$ cat config.mk
export PLATFORM = sky130hd
export DESIGN_NAME = fetch2_unit
export DESIGN_NICKNAME = d
export VERILOG_FILES = /design/src/rtl/fetch2_pkg.sv /design/src/rtl/f2_pc_gen.sv /design/src/rtl/f2_branch_detect.sv /design/src/rtl/f2_slot_reg.sv /design/src/rtl/fetch2_unit.sv
export SDC_FILE = /design/constraint.sdc
export NUM_CORES = 1
export LEC_CHECK = 0
export ABC_CLOCK_PERIOD_IN_PS = 2300
export CAP_MARGIN = 20
export CORE_MARGIN = 2
export CORE_UTILIZATION = 47
export CTS_CLUSTER_SIZE = 14
export DETAILED_ROUTE_END_ITERATION = 6
export PLACE_DENSITY = 0.81
export SYNTH_ARGS = -nofsm -noshare
export SYNTH_HDL_FRONTEND = slang
export SYNTH_HIERARCHICAL = 1
export SYNTH_SLANG_ARGS = --single-unit
$ cat constraint.sdc
create_clock -name clk -period 2.3 [get_ports clk]
set_clock_uncertainty 0.2 [all_clocks]
set_input_delay 0.345 -clock clk [delete_from_list [all_inputs] [get_ports clk]]
set_output_delay 0.345 -clock clk [all_outputs]
set_load 0.01 [all_outputs]
$ cat src/rtl/fetch2_pkg.sv
package fetch2_pkg;
  localparam int unsigned ILEN       = 16;
  localparam int unsigned NSLOT      = 2;
  localparam int unsigned OPC_W      = 4;
  localparam int unsigned FETCH_W    = ILEN * NSLOT;
  localparam int unsigned PAIR_BYTES = FETCH_W / 8;

  typedef logic [ILEN-1:0] instr_t;

  typedef struct packed {
    logic   ok;
    instr_t instr;
  } slot_t;
endpackage

$ cat src/rtl/f2_pc_gen.sv
module f2_pc_gen
  import fetch2_pkg::*;
#(
  parameter int unsigned    AW        = 16,
  parameter logic [AW-1:0]  BASE_ADDR = 16'h0100
) (
  input  logic          clk,
  input  logic          rst_n,
  input  logic          advance,
  input  logic          redirect_valid,
  input  logic [AW-1:0] redirect_target,
  output logic          imem_en,
  output logic [AW-1:0] imem_addr,
  output logic          inflight_valid,
  output logic [AW-1:0] inflight_pc
);
  localparam logic [AW-1:0] STEP       = AW'(PAIR_BYTES);
  localparam logic [AW-1:0] ALIGN_MASK = ~(STEP - AW'(1));
  localparam logic [AW-1:0] RESET_PC   = BASE_ADDR & ALIGN_MASK;

  logic [AW-1:0] pc_q;

  // a redirect cycle issues no read: its address would be wrong-path
  assign imem_en   = advance && !redirect_valid;
  assign imem_addr = pc_q;

  always_ff @(posedge clk) begin
    if (!rst_n) begin
      pc_q           <= RESET_PC;
      inflight_valid <= 1'b0;
      inflight_pc    <= RESET_PC;
    end else if (redirect_valid) begin
      pc_q           <= redirect_target & ALIGN_MASK;
      inflight_valid <= 1'b0;
    end else if (advance) begin
      pc_q           <= pc_q + STEP;
      inflight_valid <= 1'b1;
      inflight_pc    <= pc_q;
    end
  end

  AST_ADDR_ALIGNED: assert property (@(posedge clk) disable iff (!rst_n)
    imem_en |-> ((imem_addr & ~ALIGN_MASK) == '0)) else $error("misaligned read");

  AST_PC_STEP: assert property (@(posedge clk) disable iff (!rst_n)
    imem_en |=> (pc_q == $past(pc_q) + STEP)) else $error("bad fetch step");

  AST_REDIRECT_LOAD: assert property (@(posedge clk) disable iff (!rst_n)
    redirect_valid |=> (pc_q == ($past(redirect_target) & ALIGN_MASK)) && !inflight_valid)
    else $error("redirect not taken");
endmodule

$ cat src/rtl/f2_branch_detect.sv
module f2_branch_detect
  import fetch2_pkg::*;
#(
  parameter logic [OPC_W-1:0] BR_OPCODE = 4'hB
) (
  input  logic [FETCH_W-1:0] fetch_word,
  output slot_t [NSLOT-1:0]  slots
);
  logic [NSLOT-1:0] is_branch;
  logic [NSLOT-1:0] keep;

  for (genvar i = 0; i < NSLOT; i++) begin : g_lane
    instr_t lane_instr;
    assign lane_instr   = fetch_word[i*ILEN +: ILEN];
    assign is_branch[i] = (lane_instr[ILEN-1 -: OPC_W] == BR_OPCODE);

    if (i == 0) begin : g_head
      assign keep[i] = 1'b1;
    end else begin : g_tail
      // a lane survives only if no older lane in the group branches away
      assign keep[i] = keep[i-1] & ~is_branch[i-1];
    end

    assign slots[i].ok    = keep[i];
    assign slots[i].instr = lane_instr;
  end
endmodule

$ cat src/rtl/f2_slot_reg.sv
module f2_slot_reg
  import fetch2_pkg::*;
#(
  parameter int unsigned AW = 16
) (
  input  logic              clk,
  input  logic              rst_n,
  input  logic              load,
  input  logic              in_valid,
  input  logic [AW-1:0]     in_pc,
  input  slot_t [NSLOT-1:0] in_slots,
  input  logic              out_ready,
  output logic              out_valid,
  output logic [AW-1:0]     out_pc,
  output slot_t [NSLOT-1:0] out_slots
);
  always_ff @(posedge clk) begin
    if (!rst_n) begin
      out_valid <= 1'b0;
      out_pc    <= '0;
      out_slots <= '0;
    end else if (load) begin
      out_valid <= in_valid;
      if (in_valid) begin
        out_pc    <= in_pc;
        out_slots <= in_slots;
      end
    end
  end

  AST_STALL_HOLD: assert property (@(posedge clk) disable iff (!rst_n)
    (out_valid && !out_ready) |=> out_valid && $stable(out_pc) && $stable(out_slots))
    else $error("presented pair changed under stall");
endmodule

$ cat src/rtl/fetch2_unit.sv
module fetch2_unit
  import fetch2_pkg::*;
#(
  parameter int unsigned       AW        = 16,
  parameter logic [AW-1:0]     BASE_ADDR = 16'h0100,
  parameter logic [OPC_W-1:0]  BR_OPCODE = 4'hB
) (
  input  logic               clk,
  input  logic               rst_n,
  output logic               imem_en,
  output logic [AW-1:0]      imem_addr,
  input  logic [FETCH_W-1:0] imem_rdata,
  input  logic               redirect_valid,
  input  logic [AW-1:0]      redirect_target,
  output logic               dec_valid,
  input  logic               dec_ready,
  output logic [AW-1:0]      dec_pc,
  output logic               dec_slot0_ok,
  output logic [ILEN-1:0]    dec_slot0_instr,
  output logic               dec_slot1_ok,
  output logic [ILEN-1:0]    dec_slot1_instr
);
  logic              advance;
  logic              inflight_valid;
  logic [AW-1:0]     inflight_pc;
  slot_t [NSLOT-1:0] lane_slots;
  slot_t [NSLOT-1:0] held_slots;

  // the output register can take a new pair when empty or being consumed
  assign advance = !dec_valid || dec_ready;

  f2_pc_gen #(.AW(AW), .BASE_ADDR(BASE_ADDR)) u_pc (
    .clk             (clk),
    .rst_n           (rst_n),
    .advance         (advance),
    .redirect_valid  (redirect_valid),
    .redirect_target (redirect_target),
    .imem_en         (imem_en),
    .imem_addr       (imem_addr),
    .inflight_valid  (inflight_valid),
    .inflight_pc     (inflight_pc)
  );

  f2_branch_detect #(.BR_OPCODE(BR_OPCODE)) u_br (
    .fetch_word (imem_rdata),
    .slots      (lane_slots)
  );

  f2_slot_reg #(.AW(AW)) u_out (
    .clk       (clk),
    .rst_n     (rst_n),
    .load      (advance),
    .in_valid  (inflight_valid && !redirect_valid),
    .in_pc     (inflight_pc),
    .in_slots  (lane_slots),
    .out_ready (dec_ready),
    .out_valid (dec_valid),
    .out_pc    (dec_pc),
    .out_slots (held_slots)
  );

  assign dec_slot0_ok    = held_slots[0].ok;
  assign dec_slot0_instr = held_slots[0].instr;
  assign dec_slot1_ok    = held_slots[1].ok;
  assign dec_slot1_instr = held_slots[1].instr;

  AST_SLOT0_LIVE: assert property (@(posedge clk) disable iff (!rst_n)
    dec_valid |-> dec_slot0_ok) else $error("slot 0 dead");

  AST_BRANCH_SQUASH: assert property (@(posedge clk) disable iff (!rst_n)
    (dec_valid && (dec_slot0_instr[ILEN-1 -: OPC_W] == BR_OPCODE)) |-> !dec_slot1_ok)
    else $error("slot 1 kept behind branch");

  AST_STALL_NO_READ: assert property (@(posedge clk) disable iff (!rst_n)
    (dec_valid && !dec_ready) |-> !imem_en) else $error("read under stall");

  AST_REDIRECT_DROP: assert property (@(posedge clk) disable iff (!rst_n)
    (redirect_valid && (!dec_valid || dec_ready)) |=> !dec_valid)
    else $error("in-flight pair survived redirect");
endmodule

-- Word-level counts from Yosys, hierarchy flattened
Cells that the tools add are included.
- muxes and demuxes: 2
- bitwise gates (word level): 3
- reductions and logical operators: 9
- eq/ne operators: 1
- add/sub/neg operators: 1
- operators with widths (operator ; count):
    $mux 16 ; 2
    $add 16x3->16 const B ; 1
    $eq 4x4->1 const B ; 1
    $reduce_and 2->1 ; 2
    $not 1->1 ; 3
    $logic_and 1x1->1 ; 2
    $logic_not 1->1 ; 2
    $reduce_bool 2->1 ; 1
    $reduce_or 2->1 ; 1
    $logic_or 1x1->1 ; 1
- output and inout port bits: 68
- logic and storage cells: 26
- bits of input ports: 52
- register bits after elaboration: 84

-- Depth between registers and ports, before layout
- depth in word-level cells: 4
- depth in mapped cells: 7

-- Hierarchy
The synthesis kept the hierarchy.
- modules (own cells, without submodules) (module ; area an instance (µm²) ; times used ; cells an instance):
    f2_slot_reg ; 2205.9 ; 1 ; 232
    f2_pc_gen ; 1337.5 ; 1 ; 165
    f2_branch_detect ; 260.2 ; 1 ; 35
    fetch2_unit ; 20.0 ; 1 ; 2

-- Worst setup path after synthesis
Ideal clock, no wire load.
- path type: flip-flop to flip-flop
- start point: register u_pc.pc_q[2], in the netlist u_pc/imem_addr[2]
- end point: register u_pc.pc_q[14], in the netlist u_pc/imem_addr[14]
- data arrival time: 1.436 ns
- required time: 1.985 ns
- clock period less this slack: 1.752 ns
- stages on the path, launching flop included: 5
- path slack: 0.548 ns
- path through: dfxtp_1 ha_1 nand3_1 or4_1 and3_1
- longest elaborated chain between the ends: 3
- ends and longest elaborated chain (item ; RTL line ; text):
    from (decl) ; f2_pc_gen.sv:21 ; logic [AW-1:0] pc_q;
    from (signal assigned) ; f2_pc_gen.sv:33 ; pc_q <= redirect_target & ALIGN_MASK;
    from (signal assigned) ; f2_pc_gen.sv:36 ; pc_q <= pc_q + STEP;
    $add 16x3->16 ; f2_pc_gen.sv:36 ;
    $mux 16 ; f2_pc_gen.sv:35 ; end else if (advance) begin
    $mux 16 ; f2_pc_gen.sv:32 ; end else if (redirect_valid) begin
No other way between the ends. The select of a mux whose other input is x is not followed.
A chain may end at the register's enable or synchronous reset.

-- Worst setup path after layout
- start point: register u_pc.pc_q[8], in the netlist u_pc/imem_addr[8]
- end point: output imem_addr[8]
- RTL lines (item ; RTL line ; text):
    to (decl) ; fetch2_unit.sv:11 ; output logic [AW-1:0] imem_addr,
No word-level cell between the ends.

==> flow_metrics.tcl <==
set metrics [dict create \
    clkLatencyLatePin_ps 350 \
    grt_start_max_net_pins 74 \
    crit_path_end_kind "output pin" \
    synth_cell_type_count 37 \
    postRouteAntennaNets 0 \
    internal_power_uw 2214 \
    drc 0 \
    die_w_um 94.20 \
    hpwl_um 6284 \
    clk_path_buf_depth 2 \
    drt_iter0_markers 101 \
    leakage_uw 0.001768 \
    drive_above_1_share_pct 17.81 \
    p_per_area_mw_per_mm2 595.0 \
    cts.sinks 80 \
    slew_viol_final 0 \
    die_h_um 94.20 \
    cts_tree "yes" \
    whs_ps 193.3 \
    grt_usage_pct 21.09 \
    max_freq_mhz 505.5 \
    r2r_start "u_pc/imem_addr[5]" \
    clkPwrFrac_pct 36.0 \
    insertedDiodeCount 0 \
    grt_pass1_vias 3187 \
    hold_path_class "input port to flop" \
    timing.setup.tns_ps 0 \
    cp_top_family "buffers and inverters" \
    power_frac_seq_pct 50.0 \
    min-delay-start "rst_n" \
    peakVddDrop_uv 307.0 \
    dpl_worst_slack_ps 38.65 \
    netlist_area_mm2 0.003824 \
    start_util_pct 48.97 \
    finalCritPeriodShare_pct 86.01 \
    ios 120 \
    swShare_pct 25.27 \
    critPathKind "flop to output pin" \
    grt_pass1_wl_um 14850 \
    hold_viol 0 \
    min_period_ps 1978 \
    comb_power_share_pct 14.1 \
    rrSetupSlack_ps 430 \
    setup_viol 0 \
    vias 3313 \
    ys_warn_count 6 \
    drv_cap 0 \
    crit_buf_inv 1 \
    antenna_found_initial 0 \
    min_path_cells 2 \
    clockRootBuffer "clkbuf_8" \
    setup_ws_ps 321.8 \
    firstDrtPassIters 4 \
    syn_inst 434 \
    core_mm2 0.007807 \
    r2r_cells 3 \
    area_growth_syn_to_layout_pct 30.20 \
    timing.rr.end "u_pc/imem_addr[14]" \
    synth-seq-cells 80 \
    port_buffers 115 \
    cp.arrival_ps 1430 \
    cts_buffers 9 \
    final_common_cell "clkdlybuf4s50_1" \
    cts.clk_slew.worst_paths_ps 90 \
    post_drt_via_cell_ratio 5.405 \
    wl_per_cell_um 14.98 \
    avgSynthCellArea_um2 8.810 \
    cts-resized-gates 0 \
    postCtsSetupRepairBufs 0 \
    gp_congestion 0.8299 \
    start_kind "flop" \
    cp_cell_sequence "clkdlybuf4s50_1" \
    slowest_delay_ps 600 \
    ys_seq_area_share_pct 41.88 \
    h-tree-depth 3 \
    outcome "finished clean" \
    gr-total-overflow 0 \
    placed_cell_area_mm2 0.004770 \
    rows 32 \
    hold_end "u_pc/inflight_pc[8]" \
    design_area_mm2 0.004979 \
    final_cell_mix "clkdlybuf4s50_1 (113), nand2_1 (81), dfxtp_1 (80)" \
    switchingPower_uw 748.7 \
    rsz0062_at_grt "no" \
    die-area_mm2 0.008873 \
    worstPathMaxFanout 7 \
    cp.required_ps 1750 \
    crit_slowest_cell "clkdlybuf4s50_1" \
    nNetsFinal 559 \
    wl_um 9182 \
    cts_hold_buf 0 \
]
routing by layer:
layer  vias to the layer above  global-route usage [%]  part of all wire [%]
met5                         -                       0                     0
met4                         0                   7.488                   1.5
met3                        15                   5.217                   6.7
met2                       108                   36.19                    48
met1                      1553                   25.59                    44
li1                       1637                       -                     -
Yosys cell counts:
cell type  instances  area share (%)
a31oi_1            6            0.98
o21ai_2           50              11
o311a_1            1            0.26
o21a_1             1            0.20
nor2b_1            2            0.33
or3_1              3            0.49
a211oi_1           3            0.59
nor3_1             2            0.26
xor2_1             4            0.92
buf_2             23             3.0
clkbuf_1           8            0.79
o31ai_1            4            0.79
nand4_1           53             8.7
nand4b_1           2            0.46
and3_1             2            0.33
mux2i_1            2            0.52
buf_12             5             2.6
nand3b_1           2            0.39
dfxtp_1           80              42
nand4_2            2            0.65
nand3_1            5            0.65
a21oi_1           15             2.0
o211ai_1           1            0.20
nand2b_1           2            0.33
nor2_1             7            0.69
o21ai_0           12             1.6
ha_1               1            0.33
nor2b_4            1            0.36
a2111oi_0          2            0.46
or4_1              6             1.2
buf_6              1            0.29
and2b_4            1            0.26
buf_4             38             7.5
inv_1              3            0.29
nand2_1           81             8.0
conb_1             2            0.20
and2_4             1            0.23
through the flow:
| step | utilization, % | total power (µW) | instances |
|---|---|---|---|
| after floorplan | - | 1750 | 437 |
| after global placement | 61.09 | 1916 | 597 |
| after detailed placement | 61.09 | 1928 | 597 |
| after CTS | 63.73 | 2991 | 613 |
| after global routing | 63.77 | 3093 | 613 |
| final | 63.77 | 2962 | 613 |
power groups by stage:
stage	combinational, µW	clock (µW)	sequential (µW)
floorplan	221	0	1530
global placement	407	0	1510
detailed placement	416	0	1510
CTS	419	1090	1480
global route	451	1150	1490
finish	418	1070	1480
cells by family after synthesis:
| kind of cell | synth area share [%] |
|---|---|
| AOI/OAI and AO/OA | 18.46 |
| xor gates and xnor gates | 0.9161 |
| adders and majority gates | 0.3272 |
| buffers and inverters | 14.46 |
| DFF | 41.88 |
| muxes | 0.5236 |
| other | 0.1964 |
| and+or+nand+nor | 23.23 |
how the worst max path moves through the flow:
| stage | start | endpoint | slack, ps | cells past startpoint |
|---|---|---|---|---|
| 2_1_floorplan | u_pc/imem_addr[2] | u_pc/imem_addr[14] | 550 | 4 |
| 3_3_place_gp | dec_ready | imem_en | 40 | 5 |
| 3_5_place_dp | dec_ready | u_pc/imem_addr[14] | 40 | 6 |
| 4_1_cts | dec_ready | imem_en | 30 | 5 |
| 5_1_grt | u_pc/imem_addr[8] | imem_addr[8] | 260 | 1 |
| 6_report | u_pc/imem_addr[8] | imem_addr[8] | 320 | 1 |
state kept, by name, summed over array words and instances, names as in the netlist:
name / cells
u_out/out_pc: 16
u_out/out_slots: 34
u_out/out_valid: 1
u_pc/imem_addr: 14
u_pc/inflight_pc: 14
u_pc/inflight_valid: 1
area by class of cell:
type	count	area, µm²
Multi-Input combinational cell	279	1683
Inverter	3	11.26
Fill cell	667	2829
Timing Repair Buffer	133	1349
Clock inverter	5	55.05
Tap cell	102	127.6
Sequential cell	80	1602
Clock buffer	11	151.4
No activity file was read; power rests on OpenSTA's default activity.
